## config.mk

```make
export PLATFORM = sky130hd
export DESIGN_NAME = bus_arbiter
export DESIGN_NICKNAME = d
export VERILOG_FILES = /design/src/rtl/bus_arb_pkg.sv /design/src/rtl/arb_sync.sv /design/src/rtl/arb_free_mon.sv /design/src/rtl/arb_prio_cmp.sv /design/src/rtl/bus_arbiter.sv
export SDC_FILE = /design/constraint.sdc
export NUM_CORES = 1
export LEC_CHECK = 0
export ABC_AREA = 1
export BUFFER_PORTS_ARGS = -buffer_cell sky130_fd_sc_hd__buf_2
export CAP_MARGIN = 0
export CORE_MARGIN = 3
export CORE_UTILIZATION = 45
export CTS_CLUSTER_SIZE = 16
export DETAILED_ROUTE_END_ITERATION = 12
export GPL_ROUTABILITY_DRIVEN = 0
export GPL_TIMING_DRIVEN = 0
export PLACE_DENSITY_LB_ADDON = 0.05
export SETUP_SLACK_MARGIN = 0.02
export SYNTH_ARGS = -nofsm -noshare
export SYNTH_HDL_FRONTEND = slang
export SYNTH_HIERARCHICAL = 1
export SYNTH_SLANG_ARGS = --single-unit
```

## constraint.sdc

```tcl
create_clock -name clk -period 3.9 [get_ports clk]
set_input_delay 0.39 -clock clk [delete_from_list [all_inputs] [get_ports clk]]
set_output_delay 0.39 -clock clk [all_outputs]
set_load 0.02 [all_outputs]
```

## src/rtl/bus_arb_pkg.sv

```systemverilog
package bus_arb_pkg;

    typedef enum logic [2:0] {
        ST_IDLE,
        ST_WAIT,
        ST_DELAY,
        ST_ARB,
        ST_HOLD,
        ST_OWN
    } arb_state_e;

endpackage

```

## src/rtl/arb_sync.sv

```systemverilog
module arb_sync #(
    parameter int W = 10
) (
    input  logic         clk,
    input  logic         rst_n,
    input  logic [W-1:0] d_i,
    output logic [W-1:0] q_o
);
    logic [W-1:0] meta_q, meta_d;
    logic [W-1:0] out_q, out_d;

    always_comb begin
        meta_d = d_i;
        out_d  = meta_q;
    end

    always_ff @(posedge clk or negedge rst_n) begin
        if (!rst_n) begin
            meta_q <= '0;
            out_q  <= '0;
        end else begin
            meta_q <= meta_d;
            out_q  <= out_d;
        end
    end

    assign q_o = out_q;

endmodule

```

## src/rtl/arb_free_mon.sv

```systemverilog
module arb_free_mon #(
    parameter int SETTLE_CYC = 4
) (
    input  logic clk,
    input  logic rst_n,
    input  logic bsy_i,
    input  logic sel_i,
    output logic free_o
);
    localparam int QW = $clog2(SETTLE_CYC + 1);

    logic [QW-1:0] quiet_q, quiet_d;

    always_comb begin
        quiet_d = quiet_q;
        if (bsy_i || sel_i)
            quiet_d = '0;
        else if (quiet_q != QW'(SETTLE_CYC))
            quiet_d = quiet_q + 1'b1;
    end

    always_ff @(posedge clk or negedge rst_n) begin
        if (!rst_n) quiet_q <= '0;
        else        quiet_q <= quiet_d;
    end

    assign free_o = (quiet_q == QW'(SETTLE_CYC));


    free_quiet_chk: assert property (@(posedge clk) disable iff (!rst_n)
        free_o |-> ($past(!bsy_i) && $past(!sel_i)));

endmodule

```

## src/rtl/arb_prio_cmp.sv

```systemverilog
module arb_prio_cmp #(
    parameter int ID_W = 8,
    localparam int IDX_W = $clog2(ID_W)
) (
    input  logic [ID_W-1:0]  db_i,
    input  logic [IDX_W-1:0] own_idx_i,
    output logic [ID_W-1:0]  own_bit_o,
    output logic             higher_o
);
    logic [ID_W-1:0] above;

    for (genvar i = 0; i < ID_W; i++) begin : g_bit
        assign above[i]     = (IDX_W'(i) > own_idx_i);
        assign own_bit_o[i] = (IDX_W'(i) == own_idx_i);
    end

    assign higher_o = |(db_i & above);


    always_comb begin
        own_bit_onehot_chk: assert ($onehot0(own_bit_o));
    end

endmodule

```

## src/rtl/bus_arbiter.sv

```systemverilog
module bus_arbiter
    import bus_arb_pkg::*;
#(
    parameter int ID_W       = 8,
    parameter int SETTLE_CYC = 4,
    parameter int FREE_CYC   = 4,
    parameter int SET_CYC    = 8,
    parameter int ARB_CYC    = 6,
    parameter int CLEAR_CYC  = 3,
    localparam int IDX_W     = $clog2(ID_W)
) (
    input  logic             clk,
    input  logic             rst_n,
    input  logic             req_i,
    input  logic [IDX_W-1:0] own_id_i,
    input  logic             bsy_i,
    input  logic             sel_i,
    input  logic [ID_W-1:0]  db_i,
    output logic             bsy_oe_o,
    output logic             sel_oe_o,
    output logic [ID_W-1:0]  db_oe_o,
    output logic             won_o,
    output logic             lost_o,
    output logic             busy_o
);
    localparam int HOLD_CYC = CLEAR_CYC + SETTLE_CYC;
    localparam int MAX_A    = (FREE_CYC > ARB_CYC) ? FREE_CYC : ARB_CYC;
    localparam int MAX_CNT  = (MAX_A > HOLD_CYC) ? MAX_A : HOLD_CYC;
    localparam int CNT_W    = $clog2(MAX_CNT + 1);
    localparam int SYN_W    = ID_W + 2;

    typedef struct packed {
        arb_state_e       st;
        logic [CNT_W-1:0] cnt;
        logic [IDX_W-1:0] id;
        logic             bsy_oe;
        logic             sel_oe;
        logic             id_oe;
        logic             won;
        logic             lost;
    } ctl_t;

    ctl_t ctl_q, ctl_d;

    logic [SYN_W-1:0] syn_out;
    logic             bsy_s, sel_s;
    logic [ID_W-1:0]  db_s;
    logic             bus_free;
    logic             higher;
    logic [ID_W-1:0]  own_bit;

    arb_sync #(.W(SYN_W)) u_sync (
        .clk   (clk),
        .rst_n (rst_n),
        .d_i   ({bsy_i, sel_i, db_i}),
        .q_o   (syn_out)
    );

    assign bsy_s = syn_out[SYN_W-1];
    assign sel_s = syn_out[SYN_W-2];
    assign db_s  = syn_out[ID_W-1:0];

    arb_free_mon #(.SETTLE_CYC(SETTLE_CYC)) u_free (
        .clk    (clk),
        .rst_n  (rst_n),
        .bsy_i  (bsy_s),
        .sel_i  (sel_s),
        .free_o (bus_free)
    );

    arb_prio_cmp #(.ID_W(ID_W)) u_cmp (
        .db_i      (db_s),
        .own_idx_i (ctl_q.id),
        .own_bit_o (own_bit),
        .higher_o  (higher)
    );

    always_comb begin
        ctl_d      = ctl_q;
        ctl_d.won  = 1'b0;
        ctl_d.lost = 1'b0;
        unique case (ctl_q.st)
            ST_IDLE: begin
                if (req_i) begin
                    ctl_d.st = ST_WAIT;
                    ctl_d.id = own_id_i;
                end
            end
            ST_WAIT: begin
                if (bus_free) begin
                    ctl_d.st  = ST_DELAY;
                    ctl_d.cnt = '0;
                end
            end
            ST_DELAY: begin
                if (bsy_s || sel_s) begin
                    ctl_d.st = ST_WAIT;
                end else if (ctl_q.cnt == CNT_W'(FREE_CYC - 1)) begin
                    ctl_d.st     = ST_ARB;
                    ctl_d.cnt    = '0;
                    ctl_d.bsy_oe = 1'b1;
                    ctl_d.id_oe  = 1'b1;
                end else begin
                    ctl_d.cnt = ctl_q.cnt + 1'b1;
                end
            end
            ST_ARB: begin
                if (sel_s || (ctl_q.cnt == CNT_W'(ARB_CYC - 1) && higher)) begin
                    ctl_d.st     = ST_IDLE;
                    ctl_d.bsy_oe = 1'b0;
                    ctl_d.sel_oe = 1'b0;
                    ctl_d.id_oe  = 1'b0;
                    ctl_d.lost   = 1'b1;
                end else if (ctl_q.cnt == CNT_W'(ARB_CYC - 1)) begin
                    ctl_d.st     = ST_HOLD;
                    ctl_d.cnt    = '0;
                    ctl_d.sel_oe = 1'b1;
                end else begin
                    ctl_d.cnt = ctl_q.cnt + 1'b1;
                end
            end
            ST_HOLD: begin
                if (ctl_q.cnt == CNT_W'(HOLD_CYC - 1)) begin
                    ctl_d.st  = ST_OWN;
                    ctl_d.won = 1'b1;
                end else begin
                    ctl_d.cnt = ctl_q.cnt + 1'b1;
                end
            end
            ST_OWN: begin
                if (!req_i) begin
                    ctl_d.st     = ST_IDLE;
                    ctl_d.bsy_oe = 1'b0;
                    ctl_d.sel_oe = 1'b0;
                    ctl_d.id_oe  = 1'b0;
                end
            end
            default: ctl_d.st = ST_IDLE;
        endcase
    end

    always_ff @(posedge clk or negedge rst_n) begin
        if (!rst_n) begin
            ctl_q <= '{st: ST_IDLE, cnt: '0, id: '0, bsy_oe: 1'b0,
                       sel_oe: 1'b0, id_oe: 1'b0, won: 1'b0, lost: 1'b0};
        end else begin
            ctl_q <= ctl_d;
        end
    end

    assign bsy_oe_o = ctl_q.bsy_oe;
    assign sel_oe_o = ctl_q.sel_oe;
    assign db_oe_o  = ctl_q.id_oe ? own_bit : '0;
    assign won_o    = ctl_q.won;
    assign lost_o   = ctl_q.lost;
    assign busy_o   = (ctl_q.st != ST_IDLE);

    localparam int WW = $clog2(SET_CYC + 2);
    localparam int AW = $clog2(CLEAR_CYC + 1);
    logic [WW-1:0] wait_age_q;
    logic [AW-1:0] sel_age_q;

    always_ff @(posedge clk or negedge rst_n) begin
        if (!rst_n) begin
            wait_age_q <= '0;
            sel_age_q  <= '0;
        end else begin
            if (busy_o && bus_free && !bsy_oe_o)
                wait_age_q <= (wait_age_q == WW'(SET_CYC + 1)) ? wait_age_q : wait_age_q + 1'b1;
            else
                wait_age_q <= '0;
            if (sel_s && !sel_oe_o)
                sel_age_q <= (sel_age_q == AW'(CLEAR_CYC)) ? sel_age_q : sel_age_q + 1'b1;
            else
                sel_age_q <= '0;
        end
    end


    claim_after_free_chk: assert property (@(posedge clk) disable iff (!rst_n)
        $rose(bsy_oe_o) |-> $past(bus_free));


    claim_window_chk: assert property (@(posedge clk) disable iff (!rst_n)
        wait_age_q <= WW'(SET_CYC));


    one_id_line_chk: assert property (@(posedge clk) disable iff (!rst_n)
        $onehot0(db_oe_o));


    loss_release_chk: assert property (@(posedge clk) disable iff (!rst_n)
        lost_o |-> (!bsy_oe_o && !sel_oe_o && db_oe_o == '0));


    foreign_sel_drop_chk: assert property (@(posedge clk) disable iff (!rst_n)
        (sel_age_q == AW'(CLEAR_CYC)) |-> (!bsy_oe_o && db_oe_o == '0));


    hold_stable_chk: assert property (@(posedge clk) disable iff (!rst_n)
        (sel_oe_o && $past(sel_oe_o)) |-> (bsy_oe_o && $stable(db_oe_o)));


    won_owns_chk: assert property (@(posedge clk) disable iff (!rst_n)
        won_o |-> (sel_oe_o && bsy_oe_o));


    won_pulse_chk: assert property (@(posedge clk) disable iff (!rst_n)
        won_o |=> !won_o);


    lost_pulse_chk: assert property (@(posedge clk) disable iff (!rst_n)
        lost_o |=> !lost_o);


    release_on_drop_chk: assert property (@(posedge clk) disable iff (!rst_n)
        $fell(sel_oe_o) |-> ($past(!req_i) && !bsy_oe_o && !busy_o));

endmodule

```

==> impl_results.md <==
* Pin count of the biggest net entering global routing at 35
* Clock edge transition at the registers on the reported setup and hold paths at 70 ps
* Number of inserted diodes at 0
* Minimum clock period after layout at 1687 ps
* Number of buffers inserted by post-CTS setup repair at 0
* Number of buffers inserted by hold repair at cts at 0
* 1st-pass router iterations at 4
* Power per Cell Area at 707.1 nW/um^2
* RSZ-0062 raised after global routing: no
* CTS tree: yes
* WP buf/inv at 3
* VDD IR-drop max at 386.0 uV
* Worst setup EP type: primary output
* Critical path required time at 3510 ps
* Warnings, synthesis at 6
* Avg Inst Size Synth at 8.256 um^2
* Post-Route WL at 3356 um
* Core area at 3799 um^2
* Kind of critical path: flip-flop to primary output
* Combinational share of power at 45.1%
* Setup slack of the critical path after layout at 2213 ps
* Clk sinks at 34
* Final period util at 43.25%
* Relative slew slack at 51.83%
* Clock Root Buffer: clkbuf_8
* Met2 Track Usage GR at 21.41%
* Final Hold Viols at 0
* CP startpoint kind: flip-flop
* Die Outline Area at 4915 um^2
* Post-layout net count at 281
* Slew @ Worst Pin at 722.6 ps
* Mean number of vias per cell at 4.648
* Total congestion overflow after global routing at 0
* Boundary pin count at 29
* Clock skew after layout at 8.116 ps
* Resize count post-CTS at 0
* Number of core rows at 22
* Die span in y at 70.11 um
* Number of buffers added on ports at 27
* Setup WS pre-CTS at 2284 ps
* Final-report max-slew violation count at 0
* Proportion of layout cells with a drive suffix above 1 at 25.48%
* First-pass GRT wire length at 5796 um
* Share of total power in sequential cells at 29.8%
* Area added between synthesis and finish at 18.00%
* Post-synthesis instance area at 1849 um^2
* Worst min-delay path class: input pin to async pin
* Switching fraction of total power at 39.97%
* Status: complete, no violations
* Number of global-route vias before repair at 1287
* Highest-utilization routing layer at the global route stage: met2
* Worst path slowest cell: dfrtp_1
* CP delay by family, top: flip-flops
* Reported leakage power at 1.262 nW
* Effective utilization at floorplan at 48.68%
* Met3 Resource Use GR at 4.604%
* Overall routing resource usage at 14.91%
* Net Sw Power at 0.0006166 W
* Num CTS Buffers at 5
* Power share of the clock group at 25.1%
* Clock latency of the later-clocked register in the worst-skew pair at 280 ps
* CP max FO at 7
* Number of antenna violations at the first check in global routing at 0
* Vias at 1427
* Total negative slack for setup checks at 0 ps
* Number of nets with antenna violations after routing at 0
* H-tree lvl count at 2
* Starting DRC count in detailed routing at 66
* Final Util at 57.44%
* Int Power at 0.0009262 W
* Synthesized Nets at 247
* Data arrival at the endpoint of the critical path at 1300 ps
* Maximum buffer depth of the clock tree at 2
* M1 GR Usage at 21.15%
* DRC violations left at 0
* Average wire length per cell after detail routing at 10.93 um
* Gate count of the mapped netlist at 224
* Delay of the slowest critical-path stage at 450 ps
* Max-Cap Viols at 0
* Die span in x at 70.11 um
* Filler cell count in the final layout at 362
* Final setup vio count at 0
* Ordered cell list for the critical path: nor2_1 > inv_1 > nor2_1 > nand2_1 > inv_1 > buf_2
* Final HPWL DP at 2551 um
* Highest clock frequency the design can meet at 592.8 MHz
-- cells in the final DEF (no fill, tap or decap), drive strengths merged --
master,instances
dfrtp,34
clkinv,2
mux2,3
a21oi,1
o21ai,5
inv,39
o211ai,1
and2,1
nand2,71
nand3,27
clkbuf,6
nor3,2
ha,7
buf,31
nand4,3
nor2,23
bufinv,2
nand3b,1
-- state kept, by name, indices dropped and copies added (netlist names) --
signal / count
ctl_q: 9
u_sync/meta_q: 9
u_sync/q_o: 9
u_free/quiet_q: 3
bsy_oe_o: 1
lost_o: 1
sel_oe_o: 1
won_o: 1
-- metal layers --
metal  part of all wire (%)  routed length [um]
met1                     49                1658
met2                     44                1493
met3                    5.1                 171
met4                   0.98                  33
met5                      0                   0
-- cell type report --
class	instances	area, um^2	share of cell area (%)
plain buffers	5	52.55	2.408
clock buffers	5	68.82	3.154
clock inverters	3	68.82	3.154
inverters	40	155.1	7.110
multi-input cells	145	790.8	36.24
flip-flops and latches	34	850.8	38.99
well taps	48	60.06	2.752
repair buffers	27	135.1	6.193
-- power by group through the flow --
stage | Sequential [W] | Clock (W) | Combinational, W
floorplan | 0.000473 | 0 | 0.000541
global placement | 0.000468 | 0 | 0.000693
detailed placement | 0.000467 | 0 | 0.000698
CTS | 0.000461 | 0.000397 | 0.000701
global route | 0.000470 | 0.000414 | 0.000778
finish | 0.000460 | 0.000387 | 0.000695
-- through the flow --
step | instances | hold slack [ps] | instance area [um^2] | total power, W
global placement | 299 | 333.8 | 2044 | 0.001161
detailed placement | 299 | 334.7 | 2044 | 0.001165
global route | 307 | 195.3 | 2182 | 0.001662
floorplan | 224 | 94.41 | 1849 | 0.001014
CTS | 307 | 179.4 | 2182 | 0.001559
finish | 307 | 152.4 | 2182 | 0.001543
-- final timing paths --
path / startpoint / end / slack (ps) / cells past startpoint
min in group clk: db_i[6] / u_sync/meta_q[6]$_DFF_PN0_ / 210 / 1
max in group asynchronous: rst_n / ctl_q[10]$_DFFE_PN0P_ / 3270 / 1
worst min register to register: u_sync/meta_q[6]$_DFF_PN0_ / u_sync/q_o[6]$_DFF_PN0_ / 350 / 0
worst min-delay path: rst_n / u_sync/q_o[1]$_DFF_PN0_ / 150 / 1
worst max register to register: ctl_q[6]$_DFFE_PN0P_ / bsy_oe_o$_DFFE_PN0P_ / 2250 / 12
worst max-delay path: ctl_q[6]$_DFFE_PN0P_ / db_oe_o[0] / 2210 / 6
Power figures use the tool's default switching activity.
